`src/rtl/fwg_pkg.sv`:
```
package fwg_pkg;

    localparam logic [7:0] OP_LATCH_SET   = 8'h06;
    localparam logic [7:0] OP_LATCH_DROP  = 8'h04;
    localparam logic [7:0] OP_STAT_WR     = 8'h01;
    localparam logic [7:0] OP_LOCK_WR     = 8'hE5;
    localparam logic [7:0] OP_OTP_PROG    = 8'h42;
    localparam logic [7:0] OP_PAGE_PROG   = 8'h02;
    localparam logic [7:0] OP_PROG_DUAL   = 8'hA2;
    localparam logic [7:0] OP_PROG_DUAL_X = 8'hD2;
    localparam logic [7:0] OP_PROG_QUAD   = 8'h32;
    localparam logic [7:0] OP_PROG_QUAD_X = 8'h12;
    localparam logic [7:0] OP_ERASE_SUB   = 8'h20;
    localparam logic [7:0] OP_ERASE_SECT  = 8'hD8;
    localparam logic [7:0] OP_ERASE_ALL   = 8'hC7;

    typedef enum logic [1:0] {
        VERDICT_NONE   = 2'd0,
        VERDICT_GRANT  = 2'd1,
        VERDICT_REJECT = 2'd2
    } verdict_e;

    typedef struct packed {
        logic modifying;   // needs the latch and gets a verdict
        logic array_op;    // targets one sector, subject to its lock
        logic bulk;        // whole array, subject to every lock
        logic stat_wr;     // frozen by the protect pin
        logic lock_wr;     // updates a sector lock
        logic whole_bytes; // clock count must be a multiple of 8
    } op_class_t;

    function automatic op_class_t classify(input logic [7:0] op);
        op_class_t c;
        c = '0;
        case (op)
            OP_PAGE_PROG, OP_PROG_DUAL, OP_PROG_DUAL_X,
            OP_PROG_QUAD, OP_PROG_QUAD_X, OP_ERASE_SUB, OP_ERASE_SECT: begin
                c.modifying   = 1'b1;
                c.array_op    = 1'b1;
                c.whole_bytes = 1'b1;
            end
            OP_ERASE_ALL: begin
                c.modifying   = 1'b1;
                c.bulk        = 1'b1;
                c.whole_bytes = 1'b1;
            end
            OP_STAT_WR: begin
                c.modifying   = 1'b1;
                c.stat_wr     = 1'b1;
                c.whole_bytes = 1'b1;
            end
            OP_OTP_PROG: begin
                c.modifying   = 1'b1;
                c.whole_bytes = 1'b1;
            end
            OP_LOCK_WR: begin
                c.modifying = 1'b1;
                c.lock_wr   = 1'b1;
            end
            default: c = '0;
        endcase
        return c;
    endfunction

    // Completion of these opcodes consumes the write-enable latch.
    function automatic logic drops_latch(input logic [7:0] op);
        return classify(op).modifying || (op == OP_LATCH_DROP);
    endfunction

endpackage

```
`src/rtl/fwg_power_timer.sv`:
```
module fwg_power_timer #(
    parameter int CYCLES = 1000
) (
    input  logic clk,
    input  logic por,
    output logic inhibit
);
    localparam int CW = $clog2(CYCLES + 1);

    logic [CW-1:0] remain_q;

    always_ff @(posedge clk) begin
        if (por) begin
            remain_q <= CW'(CYCLES);
        end else if (remain_q != '0) begin
            remain_q <= remain_q - 1'b1;
        end
    end

    assign inhibit = (remain_q != '0);
endmodule

```
`src/rtl/fwg_lock_bank.sv`:
```
module fwg_lock_bank #(
    parameter int SECT_W = 8
) (
    input  logic              clk,
    input  logic              por,
    input  logic              wr_en,
    input  logic [SECT_W-1:0] wr_sector,
    input  logic              wr_val,
    input  logic [SECT_W-1:0] rd_sector,
    output logic              rd_locked,
    output logic              any_locked
);
    localparam int NUM_SECT = 1 << SECT_W;

    logic [NUM_SECT-1:0] lock_vec;

    for (genvar s = 0; s < NUM_SECT; s++) begin : g_sect
        logic bit_q;
        always_ff @(posedge clk) begin
            if (por) begin
                bit_q <= 1'b0;
            end else if (wr_en && (wr_sector == SECT_W'(s))) begin
                bit_q <= wr_val;
            end
        end
        assign lock_vec[s] = bit_q;
    end

    assign rd_locked  = lock_vec[rd_sector];
    assign any_locked = |lock_vec;
endmodule

```
`src/rtl/fwg_wel_latch.sv`:
```
module fwg_wel_latch (
    input  logic clk,
    input  logic por,
    input  logic set_req,
    input  logic clr_req,
    output logic wel,
    output logic cleared
);
    always_ff @(posedge clk) begin
        if (por) begin
            wel     <= 1'b0;
            cleared <= 1'b0;
        end else begin
            if (set_req) begin
                wel <= 1'b1;
            end else if (clr_req) begin
                wel <= 1'b0;
            end
            cleared <= clr_req && !set_req;
        end
    end
endmodule

```
`src/rtl/fwg_verdict.sv`:
```
module fwg_verdict
    import fwg_pkg::*;
(
    input  op_class_t cls,
    input  logic      wel,
    input  logic      inhibit,
    input  logic      hw_protect,
    input  logic      partial_byte,
    input  logic      sector_locked,
    input  logic      any_locked,
    output verdict_e  verdict
);
    logic blocked;

    always_comb begin
        blocked = inhibit
               || !wel
               || (cls.whole_bytes && partial_byte)
               || (cls.stat_wr && hw_protect)
               || (cls.array_op && sector_locked)
               || (cls.bulk && any_locked);
        if (!cls.modifying) begin
            verdict = VERDICT_NONE;
        end else if (blocked) begin
            verdict = VERDICT_REJECT;
        end else begin
            verdict = VERDICT_GRANT;
        end
    end
endmodule

```
`src/rtl/flash_wr_guard.sv`:
```
module flash_wr_guard
    import fwg_pkg::*;
#(
    parameter int ADDR_W         = 24,
    parameter int SECTOR_LSB     = 16,
    parameter int CLK_CNT_W      = 16,
    parameter int INHIBIT_CYCLES = 1000
) (
    input  logic                 clk,
    input  logic                 por,
    input  logic                 hw_protect,
    input  logic                 cmd_valid,
    input  logic [7:0]           cmd_op,
    input  logic [ADDR_W-1:0]    cmd_addr,
    input  logic [CLK_CNT_W-1:0] cmd_clks,
    input  logic                 cmd_lock_set,
    input  logic                 done_valid,
    input  logic [7:0]           done_op,
    output logic                 grant,
    output logic                 reject,
    output logic                 wel,
    output logic                 inhibit,
    output logic                 wel_cleared
);
    localparam int SECT_W = ADDR_W - SECTOR_LSB;

    op_class_t         cls;
    verdict_e          verdict;
    logic [SECT_W-1:0] sector;
    logic              sector_locked;
    logic              any_locked;
    logic              partial_byte;
    logic              lock_wr_en;
    logic              set_req;
    logic              clr_req;
    logic              addr_low_unused;

    assign cls             = classify(cmd_op);
    assign sector          = cmd_addr[ADDR_W-1:SECTOR_LSB];
    assign addr_low_unused = ^cmd_addr[SECTOR_LSB-1:0];
    assign partial_byte    = (cmd_clks % CLK_CNT_W'(8)) != '0;

    fwg_power_timer #(.CYCLES(INHIBIT_CYCLES)) u_timer (
        .clk     (clk),
        .por     (por),
        .inhibit (inhibit)
    );

    fwg_verdict u_verdict (
        .cls           (cls),
        .wel           (wel),
        .inhibit       (inhibit),
        .hw_protect    (hw_protect),
        .partial_byte  (partial_byte),
        .sector_locked (sector_locked),
        .any_locked    (any_locked),
        .verdict       (verdict)
    );

    assign lock_wr_en = cmd_valid && cls.lock_wr && (verdict == VERDICT_GRANT);

    fwg_lock_bank #(.SECT_W(SECT_W)) u_locks (
        .clk        (clk),
        .por        (por),
        .wr_en      (lock_wr_en),
        .wr_sector  (sector),
        .wr_val     (cmd_lock_set),
        .rd_sector  (sector),
        .rd_locked  (sector_locked),
        .any_locked (any_locked)
    );

    assign set_req = cmd_valid && (cmd_op == OP_LATCH_SET);
    assign clr_req = done_valid && drops_latch(done_op);

    fwg_wel_latch u_latch (
        .clk     (clk),
        .por     (por),
        .set_req (set_req),
        .clr_req (clr_req),
        .wel     (wel),
        .cleared (wel_cleared)
    );

    always_ff @(posedge clk) begin
        if (por) begin
            grant  <= 1'b0;
            reject <= 1'b0;
        end else begin
            grant  <= cmd_valid && (verdict == VERDICT_GRANT);
            reject <= cmd_valid && (verdict == VERDICT_REJECT);
        end
    end
endmodule

```
`config.mk`:
```
export PLATFORM = sky130hd
export DESIGN_NAME = flash_wr_guard
export DESIGN_NICKNAME = d
export VERILOG_FILES = /design/src/rtl/fwg_pkg.sv /design/src/rtl/fwg_power_timer.sv /design/src/rtl/fwg_lock_bank.sv /design/src/rtl/fwg_wel_latch.sv /design/src/rtl/fwg_verdict.sv /design/src/rtl/flash_wr_guard.sv
export SDC_FILE = /design/constraint.sdc
export NUM_CORES = 1
export LEC_CHECK = 0
export ABC_AREA = 1
export BUFFER_PORTS_ARGS = -buffer_cell sky130_fd_sc_hd__buf_2
export CAP_MARGIN = 15
export CORE_UTILIZATION = 30
export DETAILED_ROUTE_END_ITERATION = 6
export PLACE_DENSITY = 0.51
export SETUP_SLACK_MARGIN = 0.1
export SLEW_MARGIN = 20
export SYNTH_ARGS = -nofsm -noshare
export SYNTH_HDL_FRONTEND = slang
export SYNTH_SLANG_ARGS = --single-unit
```
`constraint.sdc`:
```
create_clock -name clk -period 4 [get_ports clk]
set_input_delay 0.8 -clock clk [delete_from_list [all_inputs] [get_ports clk]]
set_output_delay 0.8 -clock clk [all_outputs]
set_load 0.02 [all_outputs]
```
==> After elaboration in Yosys (flattened, before gate mapping) <==
Index checks and enable logic that the tools add are counted.
{ "totals": {"reg_bits": 270, "inputBits": 62, "out_inout_bits": 5, "word_cells": 841} }
{ "classes": {"n_addsub": 1, "magnitude_cmp": 1, "eq_ne": 281, "n_mux": 13, "n_reduce_logical": 284} }
{ "ops": {"columns": ["cell", "count"], "rows": [
  ["$eq A8 B8 Y1 const B", 138],
  ["$eq A8 B7 Y1 const B", 66],
  ["$eq A8 B6 Y1 const B", 36],
  ["$logic_and A1 B1 Y1", 267],
  ["$reduce_or A256 Y1", 1],
  ["$eq A8 B5 Y1 const B", 18],
  ["$eq A8 B4 Y1 const B", 8],
  ["$eq A8 B3 Y1 const B", 6],
  ["$eq A8 B2 Y1 const B", 4],
  ["$eq A8 B1 Y1 const B", 3],
  ["$reduce_or A11 Y1", 2],
  ["$reduce_bool A16 Y1", 1],
  ["$mux W1", 10],
  ["$reduce_bool A10 Y1", 1],
  ["$reduce_or A10 Y1", 1],
  ["$sub A10 B1 Y10 const B", 1],
  ["$lt A8 B9 Y1 const B", 1],
  ["$bmux W1 S8", 1],
  ["$logic_not A8 Y1", 1],
  ["$reduce_or A7 Y1", 1],
  ["$logic_or A1 B1 Y1", 6],
  ["$mux W2", 2],
  ["$eq A2 B1 Y1 const B", 1],
  ["$eq A2 B2 Y1 const B", 1],
  ["other kinds (2)", 3]
]} }

==> Longest topological paths before layout <==
{ "depth": {"depth_word": 13, "depth_mapped": 22, "mapped_depth_nobuf": 18} }

==> Hierarchy <==
A second synthesis with hierarchy kept.
{ "unflattened": {"cells_unflattened": 2205, "hier_area_um2": 14765.4} }
{ "modules_own_cells": {"columns": ["mod", "instances", "cells_each", "area_each_um2", "seq_area_each_um2"], "rows": [
  ["fwg_lock_bank", 1, 1983, 13492.9, 5124.9],
  ["flash_wr_guard", 1, 131, 613.1, 40.0],
  ["fwg_power_timer", 1, 73, 534.3, 200.2],
  ["fwg_wel_latch", 1, 7, 65.1, 40.0],
  ["fwg_verdict", 1, 11, 60.1, 0.0]
]} }

==> Least setup slack after synthesis <==
OpenSTA, ideal clock, no wires.
{ "synth_path": {"kind": "input to register", "start": "in cmd_addr[17]", "end": "reg u_locks.g_sect[53].bit_q", "setup_ps": 113, "arrival_ps": 2759, "t_required_ps": 3887, "setup_slack_ps": 1128, "cell_stages": 20, "path_buffers": 5, "path_cell_list": "buf_2 > inv_1 > buf_2 > buf_1 > nand2_1 > nand2_1 > nand2_1 > nand2_1 > nor2_1 > nor2_1 > nor2_1 > nand2_1 > nand2_1 > nand2_1 > o21ai_4 > buf_6 > buf_8 > nand4_1 > nor2_1 > nor2_1"} }
{ "synth_between": {"elab_chain_len": 10, "elab_cells_between_ends": 11, "cone_classes": "2 x eq/ne; 4 x mux; 5 x reduce/logical"} }
{ "synth_lines": {"columns": ["item", "line", "source"], "rows": [
  ["from (decl)", "flash_wr_guard.sv:14", "input logic [ADDR_W-1:0] cmd_addr,"],
  ["$bmux W1 S8", "fwg_lock_bank.sv:29", "assign rd_locked = lock_vec[rd_sector];"],
  ["$mux W1 (not written as such)", "fwg_lock_bank.sv:29", null],
  ["$logic_and A1 B1 Y1", "fwg_verdict.sv:20", "|| (cls.array_op && sector_locked)"],
  ["$logic_or A1 B1 Y1", "fwg_verdict.sv:20", null],
  ["$logic_or A1 B1 Y1", "fwg_verdict.sv:21", "|| (cls.bulk && any_locked);"],
  ["$mux W2", "fwg_verdict.sv:24", "end else if (blocked) begin"],
  ["$mux W2", "fwg_verdict.sv:22", "if (!cls.modifying) begin"],
  ["$eq A2 B1 Y1", "flash_wr_guard.sv:60", "assign lock_wr_en = cmd_valid && cls.lock_wr && (verdict == VERDICT_GRANT);"],
  ["$logic_and A1 B1 Y1", "flash_wr_guard.sv:60", null],
  ["$logic_and A1 B1 Y1 (*)", "fwg_lock_bank.sv:22", "end else if (wr_en && (wr_sector == SECT_W'(s))) begin"],
  ["to (signal assigned)", "fwg_lock_bank.sv:23", "bit_q <= wr_val;"],
  ["to (decl)", "fwg_lock_bank.sv:18", "logic bit_q;"]
]} }
Every way passes the cells marked *; elsewhere a longest branch is shown, timed or not. The select of a mux whose other input is x is not followed.
A chain may end at the register's enable or synchronous reset.

==> Worst setup path after layout <==
{ "layout_path": {"start": "reg u_locks.g_sect[31].bit_q", "end": "reg u_locks.g_sect[152].bit_q"} }
{ "layout_between": {"elab_chain_len": 10, "elab_cells_between_ends": 12, "cone_classes": "1 x eq/ne; 4 x mux; 7 x reduce/logical"} }
{ "layout_lines": {"columns": ["item", "line"], "rows": [
  ["from (decl)", "fwg_lock_bank.sv:18"],
  ["from (signal assigned)", "fwg_lock_bank.sv:23"],
  ["$bmux W1 S8", "fwg_lock_bank.sv:29"],
  ["$mux W1 (not written as such)", "fwg_lock_bank.sv:29"],
  ["$logic_and A1 B1 Y1", "fwg_verdict.sv:20"],
  ["$logic_or A1 B1 Y1", "fwg_verdict.sv:20"],
  ["$logic_or A1 B1 Y1 (*)", "fwg_verdict.sv:21"],
  ["$mux W2 (*)", "fwg_verdict.sv:24"],
  ["$mux W2 (*)", "fwg_verdict.sv:22"],
  ["$eq A2 B1 Y1 (*)", "flash_wr_guard.sv:60"],
  ["$logic_and A1 B1 Y1 (*)", "flash_wr_guard.sv:60"],
  ["$logic_and A1 B1 Y1 (*)", "fwg_lock_bank.sv:22"],
  ["to (signal assigned)", "fwg_lock_bank.sv:23"],
  ["to (decl)", "fwg_lock_bank.sv:18"]
]} }
Marks and branches as above.

==> run summary <==
The filler cells instantiated in the layout total 6782. The logs give 0.0608 mm² for the area of the placeable core and 3205 for the synthesized instance count. The run gives 0 as the number of slew-limit violations in the final report.

The die is 251 µm wide. The routed design has 65000 µm of wire. For this block, the initial DRC count from the detailed router was 1650. The logs give 0.306 for the effective utilization at floorplan and 0 for the DRC violation count after routing. The run gives 3.92 ns as the worst path arrival time. Reported leakage power: 0.0116 µW. The critical path is of the reg -> reg type. Commonest register cell after synthesis: sky130_fd_sc_hd__dfxtp_1.

Clock tree synthesis found a total of 270 sinks. The floorplan has 90 rows. For the worst setup path, the data required time is 4.49 ns.

The clock insertion delay at the later pin of the skew report came out at 0.56 ns. The run finished with clean final reports. The worst reg-to-reg path cell count came out at 13. The detail route stage leaves a number of antenna-violating nets equal to 0.

The first detailed-routing pass took 5 iterations. In this run the count of I/O pins placed on the die edge is 67. The run gives 0 as the number of antenna violations at the first check in global routing. The run gives 0 as the final number of setup-violating endpoints. The minimum clock period came out at 3.44 ns. Leaving out fill and tap cells, the most frequent cell in the layout is sky130_fd_sc_hd__nand2_1. Worst ir drop on vdd: 0.233 mV. The total of hold buffers inserted after clock tree synthesis was 0. The worst relative slew slack was 0.482. Input and output buffers added on the ports amount to 37.

Entering global routing, the biggest net connects 110 pins. The global-route wire length before repair was 103000 µm; the number of buffers on the longest clock path was 3. The share of synthesized area occupied by flip-flops and latches is 0.291, and the sum of negative setup slack is 0 ns. The y dimension of the die is 251 µm. Averaged over all synthesized cells, the footprint is 5.80 µm². The fraction of the cycle the final worst path needs was 0.859. The min-delay analysis places its worst path in the category reg -> reg. Global routing usage summed across all routing layers: 0.206. The clock tree root driver cell is sky130_fd_sc_hd__clkbuf_16. Synthesis produced a netlist with a net count of 3269. The post-synthesis async set-or-reset flop share is 0, and the overall die area is 0.0629 mm². Across the routed clock network, the largest skew measured is 0.0174 ns. After clock tree synthesis, the clock-pin slew on the worst setup and hold paths is 0.05 ns.

The share of cells above drive strength 1 is 0.0899. The number of enable flip-flop cells after synthesis was 0; the hold-critical path depth was 1. The post-CTS setup buffer count is 0, and the number of vias per cell is 4.86.

The repair_antennas step left the layout with diodes totalling 0. The slew at the pin with the worst max-slew slack is 0.770 ns, and the worst-path maximum fanout is 52. The post-CTS resize count was 0. STA classifies the critical path endpoint as a register. Number of distinct library cells after synthesis: 35. The highest attainable clock frequency is 0.291 GHz.

After synthesis the netlist holds a flip-flop and latch count of 270. In this run the cell area of the synthesized design comes to 0.0186 mm². Max-cap violations in this run came to 0. The tools report the startpoint class of the critical path as a register. The H-tree was split into 2 levels.

The number of global-route vias before repair came out at 17600. The final net count is 3198, and the aggregate global routing overflow is 0. In the final layout, the multi-input gates occupy 0.0109 mm².

The hold violation count in the final report is 0. Setup repair after global routing left no endpoint under its margin. The library cells used most frequently in the layout, excluding fill and tap cells, are sky130_fd_sc_hd__nand2_1 (1043), sky130_fd_sc_hd__nor2_1 (864), sky130_fd_sc_hd__inv_1 (295), sky130_fd_sc_hd__dfxtp_1 (270), sky130_fd_sc_hd__nand4_1 (173).

The via count is 19100, and the total of warnings raised by yosys is 0. Summed over all nets, the half-perimeter wirelength after detailed placement is 39300 µm. Buffers inserted during clock tree synthesis total 36. The power density over cell area was 313 mW/mm². Dividing the detail-routed wire length by the instance count gives 16.5 µm. TritonCTS built the clock tree. The combined flip-flop and latch cell area was 0.00541 mm²; the relative area change from synthesis to final layout was 11.7%. The run gives 0.341 as the final standard cell utilization of the core. At the end of routability-driven placement, the weighted congestion stood at 0.831.
[path summary, 6_finish.rpt]
| kind | slack [ns] | to | start |
|---|---|---|---|
| hold reg to reg | 0.46 | u_timer.remain_q[0] | u_timer.remain_q[0] |
| setup reg to reg | 0.56 | u_locks.g_sect[152].bit_q | u_locks.g_sect[31].bit_q |
| setup / recovery | 0.56 | u_locks.g_sect[152].bit_q | u_locks.g_sect[31].bit_q |
| hold / removal | 0.46 | u_timer.remain_q[0] | u_timer.remain_q[0] |
[layout make-up]
class                   instances  share of cell area
multi-input cells            2415               0.525
inverters                     299              0.0544
clock buffers                  59              0.0544
repair buffers                112              0.0555
clock inverters                 4             0.00338
well taps                     782              0.0471
flip-flops and latches        270               0.260
[sequential cells by signal, summed over array words and instances, names as in the netlist]
name and count:
u_latch.cleared 1, grant 1, reject 1, u_latch.wel 1
u_timer.remain_q 10, u_locks.g_sect.bit_q 256
[synth_stat cells (2+ instances only)]
cell type	n	share of area
sky130_fd_sc_hd__nand2_1	1043	0.21
sky130_fd_sc_hd__nor2_1	868	0.18
sky130_fd_sc_hd__inv_1	297	0.060
sky130_fd_sc_hd__dfxtp_1	270	0.29
sky130_fd_sc_hd__nand4_1	173	0.058
sky130_fd_sc_hd__clkbuf_1	127	0.026
sky130_fd_sc_hd__nand4_2	108	0.073
sky130_fd_sc_hd__o21ai_0	90	0.024
sky130_fd_sc_hd__nor4_1	56	0.019
sky130_fd_sc_hd__buf_2	45	0.012
sky130_fd_sc_hd__buf_6	24	0.015
sky130_fd_sc_hd__nand3_1	22	0.0059
sky130_fd_sc_hd__a21oi_1	14	0.0038
sky130_fd_sc_hd__buf_1	13	0.0026
sky130_fd_sc_hd__o21ai_1	12	0.0032
sky130_fd_sc_hd__buf_8	10	0.0081
sky130_fd_sc_hd__nor3_1	10	0.0027
sky130_fd_sc_hd__o211ai_1	3	0.0012
sky130_fd_sc_hd__buf_4	2	0.00081
sky130_fd_sc_hd__ha_1	2	0.0013
sky130_fd_sc_hd__nand3b_1	2	0.00081
[metrics by stage]
stage / cell area (µm²) / hold WS, ns / power, µW / std cells / setup WS [ns]
3_5_place_dp: 19600 / 0.454 / 3180 / 3878 / 0.468
4_1_cts: 20800 / 0.465 / 6580 / 3941 / 0.619
3_3_place_gp: 19600 / 0.440 / 3180 / 3878 / 0.456
2_1_floorplan: 18600 / 0.423 / 2980 / 3205 / 1.13
6_report: 20800 / 0.459 / 6490 / 3941 / 0.562
5_1_grt: 20800 / 0.479 / 6710 / 3941 / 0.456
[metal layers]
metal  vias up  global-route usage  wire length (µm)
met2       387               0.332             29000
met5         -                   0                 0
met1      8784               0.288             31500
met3        85              0.0255              3210
met4         0              0.0563              1370
li1       9891                   -                 -
[cells by family after synthesis]
group	after synthesis	share of synthesized area
flops	270	0.291
xor+xnor	1	0.000471
compound gates	127	0.0364
mux	1	0.000606
buf+inv	520	0.124
simple gates	2284	0.546
fa+ha+maj	2	0.00135
[where the power goes]
| group | total, µW | switching (µW) | internal [µW] |
|---|---|---|---|
| sequential | 2700 | 5.50 | 2700 |
| clock | 3360 | 1320 | 2040 |
| combinational | 424 | 345 | 79.3 |
| total | 6490 | 1670 | 4820 |
[critical path: stages, from the launching register on]
cell and delay [ns]:
sky130_fd_sc_hd__dfxtp_1 0.35, sky130_fd_sc_hd__nor4_1 0.70, sky130_fd_sc_hd__nand4_1 0.34, sky130_fd_sc_hd__nor2_1 0.23
sky130_fd_sc_hd__nand2_1 0.07, sky130_fd_sc_hd__nor2_1 0.22, sky130_fd_sc_hd__nand2_1 0.19, sky130_fd_sc_hd__a21oi_4 0.23
sky130_fd_sc_hd__buf_12 0.26, sky130_fd_sc_hd__buf_12 0.31, sky130_fd_sc_hd__nand4_1 0.17, sky130_fd_sc_hd__nand2_1 0.10
sky130_fd_sc_hd__nand2_1 0.05, sky130_fd_sc_hd__nor2_1 0.11
Note: power is estimated with default switching activity, not from simulation.
